--- config.mk ---
export PLATFORM = sky130hd
export DESIGN_NAME = hb_rate_fir
export DESIGN_NICKNAME = d
export VERILOG_FILES = /design/src/rtl/hb_rate_fir.sv
export SDC_FILE = /design/constraint.sdc
export NUM_CORES = 2
export LEC_CHECK = 0
export CELL_PAD_IN_SITES_DETAIL_PLACEMENT = 1
export CELL_PAD_IN_SITES_GLOBAL_PLACEMENT = 2
export CORE_MARGIN = 3
export CORE_UTILIZATION = 39
export DETAILED_ROUTE_END_ITERATION = 8
export PLACE_DENSITY_LB_ADDON = 0.1
export SYNTH_ARGS = -nofsm -noshare
export SYNTH_HDL_FRONTEND = slang
export SYNTH_SLANG_ARGS = --single-unit
--- constraint.sdc ---
create_clock -name clk -period 5.51 [get_ports clk]
set_input_delay 0.8265 -clock clk [delete_from_list [all_inputs] [get_ports clk]]
set_output_delay 0.8265 -clock clk [all_outputs]
set_load 0.05 [all_outputs]
--- src/rtl/hb_rate_fir.sv ---
module hb_rate_fir #(
  parameter int DW = 12,
  parameter int CW = 16,
  parameter int NTAP = 55,
  parameter int PAD = 4,
  parameter bit UNITY_INTERP = 1'b0,
  parameter int OW = DW + CW + 7,
  parameter logic signed [CW-1:0] COEF [0:(NTAP+1)/2-1] = '{
    -16'sd8,    16'sd0,  16'sd20,   16'sd0, -16'sd40,   16'sd0,  16'sd70,
      16'sd0, -16'sd115,  16'sd0,  16'sd180,  16'sd0, -16'sd270,  16'sd0,
     16'sd400,  16'sd0, -16'sd580,  16'sd0,  16'sd840,  16'sd0, -16'sd1230,
      16'sd0,  16'sd1900,  16'sd0, -16'sd3340, 16'sd0, 16'sd10280, 16'sd16384}
) (
  input  logic                 clk,
  input  logic                 rst,
  input  logic [1:0]           rsel,
  input  logic                 align,
  input  logic signed [DW-1:0] din,
  output logic signed [OW-1:0] dout,
  output logic                 dout_valid
);
  localparam int NU   = (NTAP + 1) / 2;
  localparam int CTR  = NU - 1;
  localparam int PW   = DW + 1 + CW;
  localparam int AW   = OW - 1;
  localparam int VL   = PAD + 4;
  localparam int CNTW = $clog2(VL + 1);

  wire is_dec = (rsel == 2'b01);
  wire is_dbl = (rsel == 2'b00) && UNITY_INTERP;
  wire is_int = (rsel == 2'b10) || is_dbl;

  logic sync_d, ph_q;
  wire resync = sync_d & ~align;
  wire p0 = resync | ph_q;

  always_ff @(posedge clk) begin
    if (rst) begin
      sync_d <= 1'b0;
      ph_q   <= 1'b1;
    end else begin
      sync_d <= align;
      ph_q   <= ~p0;
    end
  end

  wire signed [DW-1:0] x_in = (is_int && !p0) ? '0 : din;

  logic signed [DW-1:0] tap [0:NTAP-1];
  always_ff @(posedge clk) begin
    if (rst) begin
      for (int i = 0; i < NTAP; i++) tap[i] <= '0;
    end else begin
      tap[0] <= x_in;
      for (int i = 1; i < NTAP; i++) tap[i] <= tap[i-1];
    end
  end

  for (genvar k = 0; k < NU; k++) begin : g_t
    logic signed [PW-1:0] p;
    logic signed [AW-1:0] run;
    if (k != CTR && ((CTR - k) % 2) == 0) begin : g_z
      assign p = '0;
    end else begin : g_m
      logic signed [DW:0] pre;
      always_ff @(posedge clk) begin
        if (rst) begin
          pre <= '0;
          p   <= '0;
        end else begin
          if (k == CTR) pre <= {tap[k][DW-1], tap[k]};
          else          pre <= {tap[k][DW-1], tap[k]} + {tap[NTAP-1-k][DW-1], tap[NTAP-1-k]};
          p <= pre * COEF[k];
        end
      end
    end
    if (k == 0) begin : g_f
      assign run = AW'(p);
    end else begin : g_n
      assign run = g_t[k-1].run + AW'(p);
    end
  end

  logic [2:0] dbl_p;
  logic [VL-1:0] vld_p;
  logic signed [OW-1:0] sum_q;
  logic signed [OW-1:0] pad_q [0:PAD-1];
  wire signed [AW-1:0] acc = g_t[NU-1].run;

  always_ff @(posedge clk) begin
    if (rst) begin
      dbl_p <= '0;
      vld_p <= '0;
      sum_q <= '0;
      for (int i = 0; i < PAD; i++) pad_q[i] <= '0;
    end else begin
      dbl_p <= {dbl_p[1:0], is_dbl};
      vld_p <= {vld_p[VL-2:0], (is_dec ? p0 : 1'b1)};
      sum_q <= dbl_p[2] ? (OW'(acc) <<< 1) : OW'(acc);
      pad_q[0] <= sum_q;
      for (int i = 1; i < PAD; i++) pad_q[i] <= pad_q[i-1];
    end
  end

  assign dout = pad_q[PAD-1];
  assign dout_valid = vld_p[VL-1];

  logic [CNTW-1:0] nd_cnt;
  always_ff @(posedge clk) begin
    if (rst) nd_cnt <= '0;
    else if (is_dec) nd_cnt <= '0;
    else if (nd_cnt != CNTW'(VL)) nd_cnt <= nd_cnt + 1'b1;
  end

  a_r4_zero_slot: assert property (@(posedge clk) disable iff (rst)
    (is_int && !p0) |=> (tap[0] == '0));
  a_r3_dec_every_input: assert property (@(posedge clk) disable iff (rst)
    is_dec |=> (tap[0] == $past(din)));
  a_r7_resync_phase: assert property (@(posedge clk) disable iff (rst)
    (sync_d && !align) |=> !ph_q);
  a_r6_full_rate_valid: assert property (@(posedge clk) disable iff (rst)
    (nd_cnt == CNTW'(VL)) |-> dout_valid);
  a_r10_reset_clear: assert property (@(posedge clk) disable iff (rst)
    $past(rst) |-> (!dout_valid && dout == '0));
endmodule

== Word level (Yosys, flattened, before mapping) ==
Memory sizes are Yosys's and may differ from the RTL's.
Index checks and enable logic that the tools add are counted.

* $add $sub $neg: 29
* Multipliers: 13
* Divide/modulo/power cells: 0
* Magnitude comparators: 0
* Equality and inequality tests: 2
* Shift-type cells: 0
* Muxes and demuxes: 65
* Bitwise operators: 63
* Reduce and logical (&&, ||, !) cells: 3

{| class="wikitable"
|+ Operators by type and width
! kind !! number
|-
| $mux 12 || 56
|-
| $add 12x12->13 || 14
|-
| $mux 35 || 4
|-
| $add 34x23->34 || 2
|-
| $add 34x24->34 || 2
|-
| $add 34x25->34 || 2
|-
| $add 34x26->34 || 2
|-
| $or 1x1->1 || 60
|-
| $mul 13x11->24 const B || 2
|-
| $mul 13x9->22 const B || 2
|-
| $mul 13x8->21 const B || 2
|-
| $mul 13x7->20 const B || 2
|-
| $add 33x22->34 || 1
|-
| $add 34x28->34 || 1
|-
| $mul 13x4->17 const B || 2
|-
| $mux 34 || 1
|-
| $add 32x21->33 || 1
|-
| $add 31x21->32 || 1
|-
| $add 30x20->31 || 1
|-
| $add 29x19->30 || 1
|-
| $neg 13->26 || 1
|-
| $mul 13x12->25 const B || 1
|-
| $mul 13x10->23 const B || 1
|-
| $mul 13x6->19 const B || 1
|-
| other kinds (8) || 12
|}

* Flip-flop bits (word level): 598
* Bits in latches: 0
* RAM bits: 800
* Bits in read-only memories: 0
* Input port bits: 17
* Output and inout bits: 36
* Word-level logic and storage cells: 228
* Memories: 2

{| class="wikitable"
|+ Memory list
! name !! depth !! bits a word !! read ports !! clocked after Yosys merged registers in !! wr ports !! RTL line !! text
|-
| tap || 55 || 12 || 55 || 0 || 55 || 49 || <nowiki>logic signed [DW-1:0] tap [0:NTAP-1];</nowiki>
|-
| pad_q || 4 || 35 || 4 || 0 || 4 || 87 || <nowiki>logic signed [OW-1:0] pad_q [0:PAD-1];</nowiki>
|}

== Logic depth before layout (Yosys ltp) ==
* Word-level depth: 15
* Depth in mapped cells: 19
* Depth with buffers taken out: 19

== Worst setup path after synthesis ==
No wires, ideal clock.

* Path type: reg-to-reg
* Start: register g_t[12].p[6]
* End: register sum_q[32]
* Library setup time: 0.121 ns
* Arrival time: 5.543 ns
* Path slack: -0.154 ns
* Stages on the path, launching flop included: 20
* Cells stage by stage: dfxtp_1 -> fa_1 -> inv_1 -> fa_1 -> inv_1 -> fa_1 -> fa_1 -> fa_1 -> inv_1 -> fa_1 -> inv_1 -> ha_1 -> fa_1 -> a211oi_1 -> o21ai_0 -> nand4_1 -> nand2_1 -> a211o_1 -> a41oi_1 -> mux2_2

* Longest elaborated chain between the ends: 10

{| class="wikitable"
|+ Ends and longest elaborated chain
! element !! RTL line !! text
|-
| start, declared || 60 || <nowiki>logic signed [PW-1:0] p;</nowiki>
|-
| start signal, assigned || 73 || <nowiki>p <= pre * COEF[k];</nowiki>
|-
| $add 34x23->34 (2 in series) || 80 || <nowiki>assign run = g_t[k-1].run + AW'(p);</nowiki>
|-
| $add 34x24->34 (2 in series) || 80 ||
|-
| $add 34x25->34 (2 in series) || 80 ||
|-
| $add 34x26->34 || 80 ||
|-
| $add 34x28->34 || 80 ||
|-
| $add 34x26->34 || 80 ||
|-
| $mux 34 || 99 || <nowiki>sum_q <= dbl_p[2] ? (OW'(acc) <<< 1) : OW'(acc);</nowiki>
|-
| end signal, assigned || 99 ||
|-
| end, declared || 86 || <nowiki>logic signed [OW-1:0] sum_q;</nowiki>
|}

Every way passes these cells.
A chain may end at the register's enable or synchronous reset.

== Worst setup path in the final report ==
* Start: register g_t[4].p[6]
* End: register sum_q[28]

* Longest elaborated chain between the ends: 14

{| class="wikitable"
|+ Ends and longest elaborated chain
! element !! RTL line
|-
| start, declared || 60
|-
| start signal, assigned || 73
|-
| $add 30x20->31 || 80
|-
| $add 31x21->32 || 80
|-
| $add 32x21->33 || 80
|-
| $add 33x22->34 || 80
|-
| $add 34x23->34 (2 in series) || 80
|-
| $add 34x24->34 (2 in series) || 80
|-
| $add 34x25->34 (2 in series) || 80
|-
| $add 34x26->34 || 80
|-
| $add 34x28->34 || 80
|-
| $add 34x26->34 || 80
|-
| $mux 34 || 99
|}

Every way passes these cells.

==> impl_metrics.tcl <==
set metrics [dict create \
    rrSetupSlack_ps -210 \
    die_x_um 453 \
    drt-vias-per-instance 4.76 \
    violations "setup timing" \
    gp_congestion 0.848 \
    drv_cap 0 \
    end_kind "flop" \
    holdBufCountCts 0 \
    leakagePower_nw 42.6 \
    cts_tree "yes" \
    reg2reg_to "sum_q[28]$_SDFF_PP0_" \
    worst_pin_slew_ps 1060 \
    crit_start "g_t[4].p[6]$_SDFF_PP0_" \
    synthMostInstantiatedCell "dfxtp_1" \
    postPlaceCellArea_sq_um 82300 \
    cts.htree.levels 4 \
    clock_latency_ps 810 \
    p_per_area_nw_per_um2 253 \
    slew_headroom_pct 28.6 \
    netlist_area_sq_um 77900 \
    postSynthCellCount 7692 \
    design_area_sq_um 88100 \
    clk_root_buffer_cell "clkbuf_16" \
    yosysTopAreaCell "dfxtp_1" \
    intPower_mw 16.8 \
    boundaryPins 53 \
    hold_violations 0 \
    synth_cell_type_count 86 \
    yosys-top-cells-count "1322 x dfxtp_1, 1317 x inv_1, 937 x ha_1, 922 x nor2b_1, 722 x fa_1" \
    wl_per_cell_um 19.6 \
    wl_mm 209 \
    cts.sinks 1322 \
    finalSetupViolations 6 \
    status "complete, but fails checks" \
    postSynth.asyncResetShare_pct 0 \
    vdd_drop_max_mv 0.321 \
    worstPathMaxFanout 4 \
    final_layout_size_suffix_gt1_share_pct 7.79 \
    numPortBuffers 52 \
    reg2reg_depth 19 \
    layout.nets 9556 \
    setup_ws_ps -210 \
    die_y_um 453 \
    tns_ps -731 \
    synth_nets 9368 \
    route.detailed.drc 0 \
    switching_share_pct 24.4 \
    dp_hpwl_mm 171 \
    cp.arrival_ps 6410 \
    cp_data_required_time_ps 6200 \
    syn_to_final_growth_pct 13.1 \
    ant_nets 0 \
    worstReg2RegStart "g_t[4].p[6]$_SDFF_PP0_" \
    synth_flop_cell "dfxtp_1" \
    antenna_found_initial 16 \
    clock_skew_ps 29.1 \
    clockPowerShare_pct 47.2 \
    ys_seq_area_share_pct 34.0 \
    synth_top_area_share_pct 34.0 \
    grt_pass1_wl_mm 327 \
    grt_pass1_vias 54600 \
    grt_setup_unrepaired "true" \
    ys_ff_latch 1322 \
    yosys_warnings 0 \
    post-route-min-period_ps 5720 \
    gr-total-overflow 0 \
    slew_viol_final 0 \
    grt_max_degree 193 \
    path_clk_slew_ps 60 \
    vias 50600 \
    clock.fmax_mhz 175 \
    synth_area_leaders "dfxtp_1 34%, fa_1 19%, ha_1 15%" \
    cts_buffers 152 \
    total_power_mw 22.3 \
    critical_path.endpoint "sum_q[28]$_SDFF_PP0_" \
    core-area_sq_um 198000 \
    die-area_sq_um 205000 \
    std_cell_rows 163 \
    drt-initial-drc-count 2079 \
    drt-pass1-iter-count 7 \
    worstSetupStartpointType "flop" \
    crit_type "reg -> reg" \
    finalCritPeriodShare_pct 104 \
    seqPwrFrac_pct 44.0 \
    avgSynthCellArea_sq_um 10.1 \
    synth_enable_flop_cells 0 \
    clockBufferDepth 3 \
    power_switching_mw 5.43 \
    min_path_type "in -> reg" \
    gr-usage-all-layers_pct 20.6 \
    share_comb_of_total_power_pct 8.7 \
    postLayoutCoreUtil_pct 44.5 \
    initial_core_util_pct 39.4 \
]
## cells in the final DEF, fill, tap and decap left out, types with 154 or more instances in the layout
cell type	n
dfxtp_1	1310
nor2b_1	922
xnor2_1	164
fa_1	700
inv_1	1298
ha_1	929
a21oi_1	222
clkbuf_16	154
nor2_1	529
o21ai_0	181
## flip-flops by register name, summed over array words and instances, names as in the netlist
signal / flops
tap: 648
g_t.p: 300
g_t.g_m.pre: 194
pad_q: 136
sum_q: 34
vld_p: 8
ph_q: 1
sync_d: 1
## worst max-delay path, stage by stage (launching register included)
cell and delay, ps:
dfxtp_2 320, inv_2 40, fa_1 550, inv_2 50, fa_1 550, fa_1 450, fa_1 490, fa_1 520
inv_2 40, fa_1 490, inv_2 50, ha_4 160, fa_2 370, a211oi_4 280, o21ai_2 90, nand4_1 150
nand2_1 110, a211o_4 410, a31oi_2 180, mux2_2 350
## metrics by stage
stage	cells	worst slack (ps)	hold slack, ps
floorplan	7692	11.8	414
global placement	10400	-346	416
detailed placement	10400	-410	425
CTS	10600	-238	381
global route	10600	-356	427
finish	10600	-210	416
## power by group through the flow
stage	clock network (mW)	registers (mW)	logic, mW
final	10.5	9.81	1.95
after global routing	11.3	9.82	2.17
after CTS	10.9	9.81	1.88
after detailed placement	0	10.0	1.85
after global placement	0	10.0	1.80
after floorplan	0	10.0	1.13
## area by class of cell
type                       count  area, sq um
clock inverter                62          840
tap                         2640         3300
timing repair buffer         208         1780
inverter                    1318         4950
fill                       21800       110000
multi-input combinational   4878        46400
clock buffer                 214         4410
antenna                        3         7.51
sequential                  1322        26500
## metal layers
metal	wire length (um)	vias to the layer above	part of all wire (%)	global-route usage [%]
li1	-	24700	-	-
met1	105000	25200	50	29.9
met2	94100	513	45	32.8
met3	6010	245	2.9	2.48
met4	4410	2	2.1	4.90
met5	13	-	0.0062	0
## worst min path at each step
stage	startpoint	to	cells after the start
6_report	rst	tap[50][9]$_SDFF_PP0_	2
5_1_grt	rst	tap[51][1]$_SDFF_PP0_	2
4_1_cts	rst	tap[53][1]$_SDFF_PP0_	2
3_5_place_dp	tap[53][0]$_SDFF_PP0_	tap[54][0]$_SDFF_PP0_	1
3_3_place_gp	pad_q[1][24]$_SDFF_PP0_	pad_q[2][24]$_SDFF_PP0_	1
2_1_floorplan	tap[27][0]$_SDFF_PP0_	g_t[27].g_m.pre[0]$_SDFF_PP0_	1
## cells by family after synthesis
logic type      synth area share, %
xor+xnor                       3.40
flops                          34.0
simple gates                   13.4
buf+inv                        7.19
fa+ha+maj                      33.6
compound gates                 7.51
mux                           0.925
## repair_timing
action	CTS	global route
buffers inserted	2	6
pin swaps	22	48
setup endpoints to repair	15	27
gates resized for setup	42	91
(Power assumes the default switching activity.)
